===== src/rtl/ies_pkg.sv =====
package ies_pkg;

    localparam int ADDR_W    = 20;
    localparam int WORD_W    = 16;
    localparam int VEC_W     = 8;
    localparam int SEG_SHIFT = 4;

    localparam int FLAG_TF = 8;
    localparam int FLAG_IF = 9;

    // Recognition rank: lower index wins.
    localparam int SRC_STEP = 0;
    localparam int SRC_NMI  = 1;
    localparam int SRC_COP  = 2;
    localparam int SRC_INTR = 3;
    localparam int SRC_SWI  = 4;
    localparam int N_SRC    = 5;

    localparam logic [VEC_W-1:0] VEC_STEP = 8'd1;
    localparam logic [VEC_W-1:0] VEC_NMI  = 8'd2;
    localparam logic [VEC_W-1:0] VEC_COP  = 8'd9;

    localparam logic [WORD_W-1:0] STK_STEP = 16'd2;

    typedef enum logic [3:0] {
        S_IDLE,
        S_ACK,
        S_PUSH_F,
        S_PUSH_CS,
        S_PUSH_IP,
        S_RD_IP,
        S_RD_CS,
        S_POP_IP,
        S_POP_CS,
        S_POP_F
    } seq_state_t;

    typedef struct packed {
        logic [WORD_W-1:0] flags;
        logic [WORD_W-1:0] cs;
        logic [WORD_W-1:0] ip;
        logic [WORD_W-1:0] ss;
        logic [WORD_W-1:0] sp;
    } arch_ctx_t;

    typedef struct packed {
        logic              req;
        logic              we;
        logic [ADDR_W-1:0] addr;
        logic [WORD_W-1:0] wdata;
    } bus_op_t;

    function automatic logic [ADDR_W-1:0] seg_addr(input logic [WORD_W-1:0] seg,
                                                   input logic [WORD_W-1:0] off);
        logic [ADDR_W-1:0] s;
        logic [ADDR_W-1:0] o;
        s = {{(ADDR_W-WORD_W){1'b0}}, seg};
        o = {{(ADDR_W-WORD_W){1'b0}}, off};
        return (s << SEG_SHIFT) + o;
    endfunction

    function automatic logic [ADDR_W-1:0] vec_addr(input logic [VEC_W-1:0] v,
                                                   input logic             hi);
        return {{(ADDR_W-VEC_W-2){1'b0}}, v, hi, 1'b0};
    endfunction

    function automatic logic is_push(input seq_state_t s);
        return (s == S_PUSH_F) || (s == S_PUSH_CS) || (s == S_PUSH_IP);
    endfunction

endpackage


===== src/rtl/ies_nmi_qual.sv =====
module ies_nmi_qual #(
    parameter int LOW_MIN = 2
) (
    input  logic clk,
    input  logic rst,
    input  logic pin,
    input  logic take,
    output logic ready
);
    localparam int CNT_W = $clog2(LOW_MIN + 1);
    localparam logic [CNT_W-1:0] CNT_MAX = CNT_W'(LOW_MIN);

    logic [CNT_W-1:0] low_cnt;
    logic             armed;

    always_ff @(posedge clk) begin
        if (rst) begin
            low_cnt <= '0;
            armed   <= 1'b0;
        end else if (!pin) begin
            if (low_cnt != CNT_MAX) low_cnt <= low_cnt + 1'b1;
            armed <= 1'b0;
        end else begin
            low_cnt <= '0;
            if (take)                  armed <= 1'b0;
            else if (low_cnt == CNT_MAX) armed <= 1'b1;
        end
    end

    assign ready = armed & pin;

    // a fallen pin leaves nothing armed
    assert_drop_discards_R7: assert property (@(posedge clk) disable iff (rst)
        !pin |=> !armed);

    // arming only after a long enough low
    assert_low_qualified_R6: assert property (@(posedge clk) disable iff (rst)
        $rose(armed) |-> ($past(low_cnt) >= CNT_MAX) && $past(pin));

endmodule


===== src/rtl/ies_src_pick.sv =====
module ies_src_pick #(
    parameter int N = 5
) (
    input  logic [N-1:0] pend,
    output logic [N-1:0] grant,
    output logic         any
);
    always_comb begin
        logic seen;
        seen  = 1'b0;
        grant = '0;
        for (int i = 0; i < N; i++) begin
            if (pend[i] && !seen) begin
                grant[i] = 1'b1;
                seen     = 1'b1;
            end
        end
    end

    assign any = |pend;

endmodule


===== src/rtl/irq_entry_seq.sv =====
module irq_entry_seq
    import ies_pkg::*;
#(
    parameter int NMI_LOW_MIN = 2
) (
    input  logic              clk,
    input  logic              rst,
    input  logic              bnd_strobe,
    input  logic              ret_req,
    input  logic              swi_req,
    input  logic [VEC_W-1:0]  swi_type,
    input  logic              ctx_wr,
    input  logic [WORD_W-1:0] ctx_flags,
    input  logic [WORD_W-1:0] ctx_cs,
    input  logic [WORD_W-1:0] ctx_ip,
    input  logic [WORD_W-1:0] ctx_ss,
    input  logic [WORD_W-1:0] ctx_sp,
    input  logic              nmi_pin,
    input  logic              cop_ovr,
    input  logic              intr_pin,
    output logic              inta,
    input  logic [VEC_W-1:0]  vec_data,
    output logic              mem_req,
    output logic              mem_we,
    output logic [ADDR_W-1:0] mem_addr,
    output logic [WORD_W-1:0] mem_wdata,
    input  logic [WORD_W-1:0] mem_rdata,
    input  logic              mem_ack,
    output logic              busy,
    output logic [WORD_W-1:0] cur_flags,
    output logic [WORD_W-1:0] cur_cs,
    output logic [WORD_W-1:0] cur_ip,
    output logic [WORD_W-1:0] cur_sp
);

    seq_state_t        state;
    arch_ctx_t         ctx;
    logic [VEC_W-1:0]  vec_type;
    logic              cop_pend;
    logic              swi_pend;
    logic [VEC_W-1:0]  swi_type_q;

    logic [N_SRC-1:0]  pend;
    logic [N_SRC-1:0]  grant;
    logic              any_src;
    logic              nmi_ready;
    logic              eval;
    logic [VEC_W-1:0]  pick_type;
    bus_op_t           op;

    // Sources are only looked at on an idle boundary without a return.
    assign eval = (state == S_IDLE) && bnd_strobe && !ret_req;

    always_comb begin
        pend           = '0;
        pend[SRC_STEP] = ctx.flags[FLAG_TF];
        pend[SRC_NMI]  = nmi_ready;
        pend[SRC_COP]  = cop_pend | cop_ovr;
        pend[SRC_INTR] = intr_pin & ctx.flags[FLAG_IF];
        pend[SRC_SWI]  = swi_pend | (bnd_strobe & swi_req);
    end

    ies_src_pick #(.N(N_SRC)) u_pick (
        .pend  (pend),
        .grant (grant),
        .any   (any_src)
    );

    ies_nmi_qual #(.LOW_MIN(NMI_LOW_MIN)) u_nmi (
        .clk   (clk),
        .rst   (rst),
        .pin   (nmi_pin),
        .take  (eval && grant[SRC_NMI]),
        .ready (nmi_ready)
    );

    always_comb begin
        if (grant[SRC_STEP])      pick_type = VEC_STEP;
        else if (grant[SRC_NMI])  pick_type = VEC_NMI;
        else if (grant[SRC_COP])  pick_type = VEC_COP;
        else if (bnd_strobe && swi_req) pick_type = swi_type;
        else                      pick_type = swi_type_q;
    end

    // Memory operation presented in each state.
    always_comb begin
        op = '0;
        unique case (state)
            S_PUSH_F: begin
                op.req = 1'b1; op.we = 1'b1;
                op.addr  = seg_addr(ctx.ss, ctx.sp - STK_STEP);
                op.wdata = ctx.flags;
            end
            S_PUSH_CS: begin
                op.req = 1'b1; op.we = 1'b1;
                op.addr  = seg_addr(ctx.ss, ctx.sp - STK_STEP);
                op.wdata = ctx.cs;
            end
            S_PUSH_IP: begin
                op.req = 1'b1; op.we = 1'b1;
                op.addr  = seg_addr(ctx.ss, ctx.sp - STK_STEP);
                op.wdata = ctx.ip;
            end
            S_RD_IP: begin
                op.req  = 1'b1;
                op.addr = vec_addr(vec_type, 1'b0);
            end
            S_RD_CS: begin
                op.req  = 1'b1;
                op.addr = vec_addr(vec_type, 1'b1);
            end
            S_POP_IP, S_POP_CS, S_POP_F: begin
                op.req  = 1'b1;
                op.addr = seg_addr(ctx.ss, ctx.sp);
            end
            default: op = '0;
        endcase
    end

    always_ff @(posedge clk) begin
        if (rst) begin
            state      <= S_IDLE;
            ctx        <= '0;
            vec_type   <= '0;
            cop_pend   <= 1'b0;
            swi_pend   <= 1'b0;
            swi_type_q <= '0;
        end else begin
            if (cop_ovr) cop_pend <= 1'b1;
            unique case (state)
                S_IDLE: begin
                    if (ctx_wr) begin
                        ctx.flags <= ctx_flags;
                        ctx.cs    <= ctx_cs;
                        ctx.ip    <= ctx_ip;
                        ctx.ss    <= ctx_ss;
                        ctx.sp    <= ctx_sp;
                    end
                    if (bnd_strobe && swi_req) begin
                        swi_pend   <= 1'b1;
                        swi_type_q <= swi_type;
                    end
                    if (bnd_strobe && ret_req) begin
                        state <= S_POP_IP;
                    end else if (eval && any_src) begin
                        if (grant[SRC_COP]) cop_pend <= 1'b0;
                        if (grant[SRC_SWI]) swi_pend <= 1'b0;
                        if (grant[SRC_INTR]) begin
                            state <= S_ACK;
                        end else begin
                            state    <= S_PUSH_F;
                            vec_type <= pick_type;
                        end
                    end
                end
                S_ACK: begin
                    vec_type <= vec_data;
                    state    <= S_PUSH_F;
                end
                S_PUSH_F: if (mem_ack) begin
                    ctx.sp             <= ctx.sp - STK_STEP;
                    ctx.flags[FLAG_IF] <= 1'b0;
                    ctx.flags[FLAG_TF] <= 1'b0;
                    state              <= S_PUSH_CS;
                end
                S_PUSH_CS: if (mem_ack) begin
                    ctx.sp <= ctx.sp - STK_STEP;
                    state  <= S_PUSH_IP;
                end
                S_PUSH_IP: if (mem_ack) begin
                    ctx.sp <= ctx.sp - STK_STEP;
                    state  <= S_RD_IP;
                end
                S_RD_IP: if (mem_ack) begin
                    ctx.ip <= mem_rdata;
                    state  <= S_RD_CS;
                end
                S_RD_CS: if (mem_ack) begin
                    ctx.cs <= mem_rdata;
                    state  <= S_IDLE;
                end
                S_POP_IP: if (mem_ack) begin
                    ctx.ip <= mem_rdata;
                    ctx.sp <= ctx.sp + STK_STEP;
                    state  <= S_POP_CS;
                end
                S_POP_CS: if (mem_ack) begin
                    ctx.cs <= mem_rdata;
                    ctx.sp <= ctx.sp + STK_STEP;
                    state  <= S_POP_F;
                end
                S_POP_F: if (mem_ack) begin
                    ctx.flags <= mem_rdata;
                    ctx.sp    <= ctx.sp + STK_STEP;
                    state     <= S_IDLE;
                end
                default: state <= S_IDLE;
            endcase
        end
    end

    assign mem_req   = op.req;
    assign mem_we    = op.we;
    assign mem_addr  = op.addr;
    assign mem_wdata = op.wdata;
    assign inta      = (state == S_ACK);
    assign busy      = (state != S_IDLE);
    assign cur_flags = ctx.flags;
    assign cur_cs    = ctx.cs;
    assign cur_ip    = ctx.ip;
    assign cur_sp    = ctx.sp;

    // a set trap flag always wins the boundary
    assert_step_first_R2: assert property (@(posedge clk) disable iff (rst)
        (eval && ctx.flags[FLAG_TF]) |=> (state == S_PUSH_F) && (vec_type == VEC_STEP));

    // no acknowledge while interrupts are disabled
    assert_inta_enabled_R8: assert property (@(posedge clk) disable iff (rst)
        inta |-> ctx.flags[FLAG_IF]);

    // a boundary with interrupts disabled never leads to an acknowledge
    assert_masked_no_inta_R8: assert property (@(posedge clk) disable iff (rst)
        (eval && !ctx.flags[FLAG_IF]) |=> !inta);

    // both flags are clear once the flags word is saved
    assert_flags_cleared_R4: assert property (@(posedge clk) disable iff (rst)
        (state == S_PUSH_F && mem_ack) |=> !ctx.flags[FLAG_IF] && !ctx.flags[FLAG_TF]);

    // every completed push lowers the stack pointer by one word
    assert_push_step_R3: assert property (@(posedge clk) disable iff (rst)
        (is_push(state) && mem_ack) |=> ctx.sp == $past(ctx.sp) - STK_STEP);

    // the last pop ends the sequence and raises the pointer
    assert_pop_end_R9: assert property (@(posedge clk) disable iff (rst)
        (state == S_POP_F && mem_ack) |=> (state == S_IDLE) && (ctx.sp == $past(ctx.sp) + STK_STEP));

    // a waiting transfer holds its request and address
    assert_req_hold_R10: assert property (@(posedge clk) disable iff (rst)
        (mem_req && !mem_ack) |=> mem_req && $stable(mem_addr) && $stable(mem_we));

endmodule


===== config.mk =====
export PLATFORM = sky130hd
export DESIGN_NAME = irq_entry_seq
export DESIGN_NICKNAME = d
export VERILOG_FILES = /design/src/rtl/ies_pkg.sv /design/src/rtl/ies_nmi_qual.sv /design/src/rtl/ies_src_pick.sv /design/src/rtl/irq_entry_seq.sv
export SDC_FILE = /design/constraint.sdc
export NUM_CORES = 1
export LEC_CHECK = 0
export BUFFER_PORTS_ARGS = -buffer_cell sky130_fd_sc_hd__buf_4
export CAP_MARGIN = 40
export CORE_MARGIN = 2
export CORE_UTILIZATION = 53
export DETAILED_ROUTE_END_ITERATION = 8
export PLACE_DENSITY = 0.82
export SLEW_MARGIN = 20
export SYNTH_ARGS = -nofsm -noshare
export SYNTH_HDL_FRONTEND = slang
export SYNTH_SLANG_ARGS = --single-unit

===== constraint.sdc =====
create_clock -name clk -period 5.32 [get_ports clk]
set_input_delay 0.798 -clock clk [delete_from_list [all_inputs] [get_ports clk]]
set_output_delay 0.798 -clock clk [all_outputs]
set_load 0.02 [all_outputs]

==> out/metrics.sh <==
PLACEMENT.IO_BUFFERS=225
POSTLAYOUTCOREUTIL_PCT=65.52
SETUP_TOTAL_NEGATIVE_SLACK_NS=0
CP_MAX_FO=11
CTS-HOLD-FIX-BUFFERS=0
FMAXACHIEVABLE_MHz=206.7
POST_DRT_VIA_CELL_RATIO=6.089
HTREE_LEVELS=3
NETLIST_AREA_SQ_MM=0.007406
TIMING_MAX_TRANSITION_VIOLATIONS_FINAL=0
HP-CLASS='reg2reg'
FLOORPLAN.ROWS=43
UNREPAIRED_SETUP_ENDPOINTS_AFTER_GLOBAL_ROUTING='false'
SYNTH_COMPOUND_GATE_AREA_SHARE_PCT=27.27
CLK_TRANSITION_REPORTED_PATHS_NS=0.08
HIGHEST_DELAY_CELL_ALONG_THE_CRITICAL_PATH='sky130_fd_sc_hd__or4b_1'
CLOCKBUFFERDEPTH=2
NUMBER_OF_FLOPS_MAPPED_TO_ENABLE_CELLS_BY_YOSYS=0
DPL_WORST_SLACK_NS=0.9097
SETUP_VIOL=0
YS_FF_LATCH=105
TOTALPOWERFINAL_uW=5819
POST-ROUTE-PERIOD-UTIL_PCT=90.93
CTS-ROOT-BUF='sky130_fd_sc_hd__clkbuf_16'
CLOCK-SINKS=105
RESULT_OF_THE_RUN='finished clean'
SETUP_SLACK_NS=0.4828
SYNTH-SIMPLE-AREA-SHARE_PCT=22.42
POST-DP-HPWL_UM=16140
ANTENNA_FOUND_INITIAL=0
DETAIL_ROUTE.WL_PER_CELL_UM=17.76
CP_CELL_SEQUENCE='inv_1 > ha_1 > or4b_1 > or3_1 > nor3_1 > xor2_1 > ha_1 > nand4_1 > o211ai_1 > or4_1 > o31ai_1 > buf_4'
DRT_DRC_VIOLATIONS_LEFT=0
END_KIND='primary output'
GRT_MAX_DEGREE=76
GRT_FIRST_PASS_WIRELENGTH_UM=34850
MAX_SLEW.WORST_PIN.SLEW_NS=0.8357
IOPINCOUNT=226
VDD_DROP_MAX_mV=0.2597
LEAKAGE_uW=0.003867
CORE_AREA_SQ_MM=0.01377
SYNTH-MAIN-FF-CELL='sky130_fd_sc_hd__dfxtp_1'
CTS_POST_SETUP_BUFFERS_INSERTED=0
CRITICAL_PATH_REQUIRED_NS=4.52
POST_SYNTH_MAIN_AREA_CONTRIBUTORS='sky130_fd_sc_hd__dfxtp_1 28%, sky130_fd_sc_hd__buf_4 7.0%, sky130_fd_sc_hd__nand2_1 5.5%'
DIE_W_UM=122.2
CLOCK_INSERTION_DELAY_WORST_SKEW_NS=0.37
YOSYS_WARNINGS=0
DOMINANT_COMBINATIONAL_CELL_FAMILY_BY_AREA_AFTER_SYNTHESIS='compound AO/OA/AOI/OAI gates'
CP.ARRIVAL_NS=4.04
AREA_GROWTH_FROM_SYNTHESIS_TO_LAYOUT_PCT=21.84
TOTAL_CTS_BUFFERS=9
POSTCTSRESIZEDCELLS=0
STARTPOINT_TYPE='flop'
CLOCK_SKEW_NS=0.01443
DIE_AR_SQ_MM=0.01494
SLEW_HEADROOM_PCT=44.29
POSTSYNTHCELLCOUNT=966
POST_ROUTE_CELLS_DRIVE_ABOVE_1_SHARE_PCT=26.54
NUMBER_OF_NETS_IN_THE_SYNTHESIZED_NETLIST=1106
PWR_DENSITY_CELL_mW_PER_MM2=644.9
TRITONCTS='done'
FILLCELLCOUNT=1257
POST-SYNTH-TOP-AREA-FRACTION_PCT=28.38
DRT_PASS1_ITERATIONS=5
CP_COMMON_CELL='sky130_fd_sc_hd__ha_1'
WL_UM=22460
MAXCAPVIOLCOUNT=0
ROUTE.ANTENNA.REMAINING_NETS=0
FINALHOLDVIOLCOUNT=0
SYNTH_TOP_AREA_CELL='sky130_fd_sc_hd__dfxtp_1'
CP_SLOWEST_STAGE_DELAY_NS=0.61
SYNTH-ADDER-AREA-SHARE_PCT=3.142
PLACER_S_FINAL_ROUTABILITY_CONGESTION_ESTIMATE=0.9400
AVGSYNTHCELLAREA_SQ_UM=7.667
SYNTH-SEQ-AREA-SHARE_PCT=28.38
SYNTH-XOR-AREA-SHARE_PCT=4.376
FINAL_NET_COUNT=1220
HOLD_SLACK_NS=0.4670
ASYNCSETRESETFLOPFRACSYNTH_PCT=0
GROUTE.USAGE.OVERALL_PCT=29.09
LAYOUT_MIN_CYCLE_TIME_NS=4.837
DETAILED_ROUTE_VIA_COUNT=7702
MULTIPLEXER_FRACTION_OF_THE_SYNTHESIZED_CELL_AREA_PCT=1.487
TIMING.SETUP.CRITICAL_PATH_CLASS='reg2out'
ANTENNA_CELLS=0
DIE_HEIGHT_UM=122.2
VIAS_IN_THE_FIRST_GLOBAL_ROUTE=6794
YOSYS.CELL_TYPES.COUNT=78
GRT_OVERFLOW_TOTAL=0
FIRST_ITER_VIOLATIONS=835
STARTING_UTILIZATION_OF_THE_CORE_AREA_PCT=53.77
-- path summary, 6_finish.rpt --
path | start | endpoint | slack (ns) | cells after the start
min | cur_sp[0] | cur_sp[0] | 0.47 | 2
max reg2reg | state[3] | cur_cs[3] | 2.48 | 6
max | cur_sp[1] | mem_addr[19] | 0.48 | 12
min reg2reg | cur_sp[0] | cur_sp[0] | 0.47 | 2
-- registers in the layout, summed over array words and instances (netlist names) --
register / cells
cur_ip: 16
cur_flags: 16
cop_pend: 1
vec_type: 8
swi_pend: 1
swi_type_q: 8
u_nmi.low_cnt: 2
u_nmi.armed: 1
state: 4
cur_sp: 16
cur_cs: 16
ctx: 16
-- layout make-up --
cell class,instances,area (sq um),share of cell area [%]
clock buffers,10,239.0,2.648
inverters,34,127.6,1.414
flip-flops and latches,105,2102,23.29
well taps,180,225.2,2.496
clock inverters,6,78.83,0.8735
repair buffers,246,1869,20.72
multi-input cells,684,4382,48.56
-- cell usage in the layout, fill, tap and decap left out, types with 9 or more instances in the layout --
cell type,count
sky130_fd_sc_hd__buf_4,241
sky130_fd_sc_hd__dfxtp_1,105
sky130_fd_sc_hd__and3_1,17
sky130_fd_sc_hd__a31oi_1,18
sky130_fd_sc_hd__nand2_1,109
sky130_fd_sc_hd__xnor2_1,15
sky130_fd_sc_hd__o21ai_0,33
sky130_fd_sc_hd__nor2_1,90
sky130_fd_sc_hd__a21oi_1,56
sky130_fd_sc_hd__nand3_1,38
sky130_fd_sc_hd__ha_1,17
sky130_fd_sc_hd__inv_1,34
sky130_fd_sc_hd__a222oi_1,17
sky130_fd_sc_hd__clkbuf_16,9
sky130_fd_sc_hd__a211oi_1,35
sky130_fd_sc_hd__nor3_1,21
sky130_fd_sc_hd__xor2_1,22
sky130_fd_sc_hd__mux2i_1,11
sky130_fd_sc_hd__a311oi_1,33
-- per-stage QoR --
stage	std cells	area [sq um]
floorplan	966	7406
global placement	1242	8628
detailed placement	1248	8695
CTS	1264	9012
global route	1265	9024
finish	1265	9024
-- synthesized netlist by cell type, drive strengths merged (7+ instances only) --
cell / count
nand2: 109
dfxtp: 105
buf: 97
nor2: 91
a21oi: 57
clkbuf: 46
o21ai: 39
nand3: 38
a211oi: 36
inv: 34
a311oi: 33
nor3: 22
xor2: 22
a31oi: 19
a222oi: 17
and3: 17
ha: 17
xnor2: 15
mux2i: 11
nor4: 10
a221oi: 8
a22oi: 7
nand2b: 7
nand4: 7
or4: 7
-- report_power, final --
group / internal [uW] / switching [uW] / leakage [uW]
Clock: 390 / 329 / 0.000158
Combinational: 1530 / 2260 / 0.00285
Sequential: 1020 / 283 / 0.000862
Total: 2950 / 2870 / 0.00387
-- critical path: cells and delay by family, from the launching register on --
family                     cells  cell delay (ns)
buffers and inverters          2             0.30
xor gates and xnor gates       1             0.24
and+or+nand+nor                5             1.91
DFF                            1             0.41
AOI/OAI and AO/OA              2             0.27
adders and majority gates      2             0.56
-- metal layers --
layer	wire length, um	global-route usage (%)	part of all wire, %
met1	9547	39.75	43
met2	10530	46.28	47
met3	1827	5.390	8.1
met4	559	9.626	2.5
met5	0	0	0
-- kinds of logic after synthesis --
logic type | after synthesis
AO/OA/AOI/OAI | 277
XOR/XNOR | 37
AND/OR/NAND/NOR | 341
adder cells (fa/ha/maj) | 18
multiplexers | 11
buffers and inverters | 177
flip-flops | 105
(Power assumes the default switching activity.)
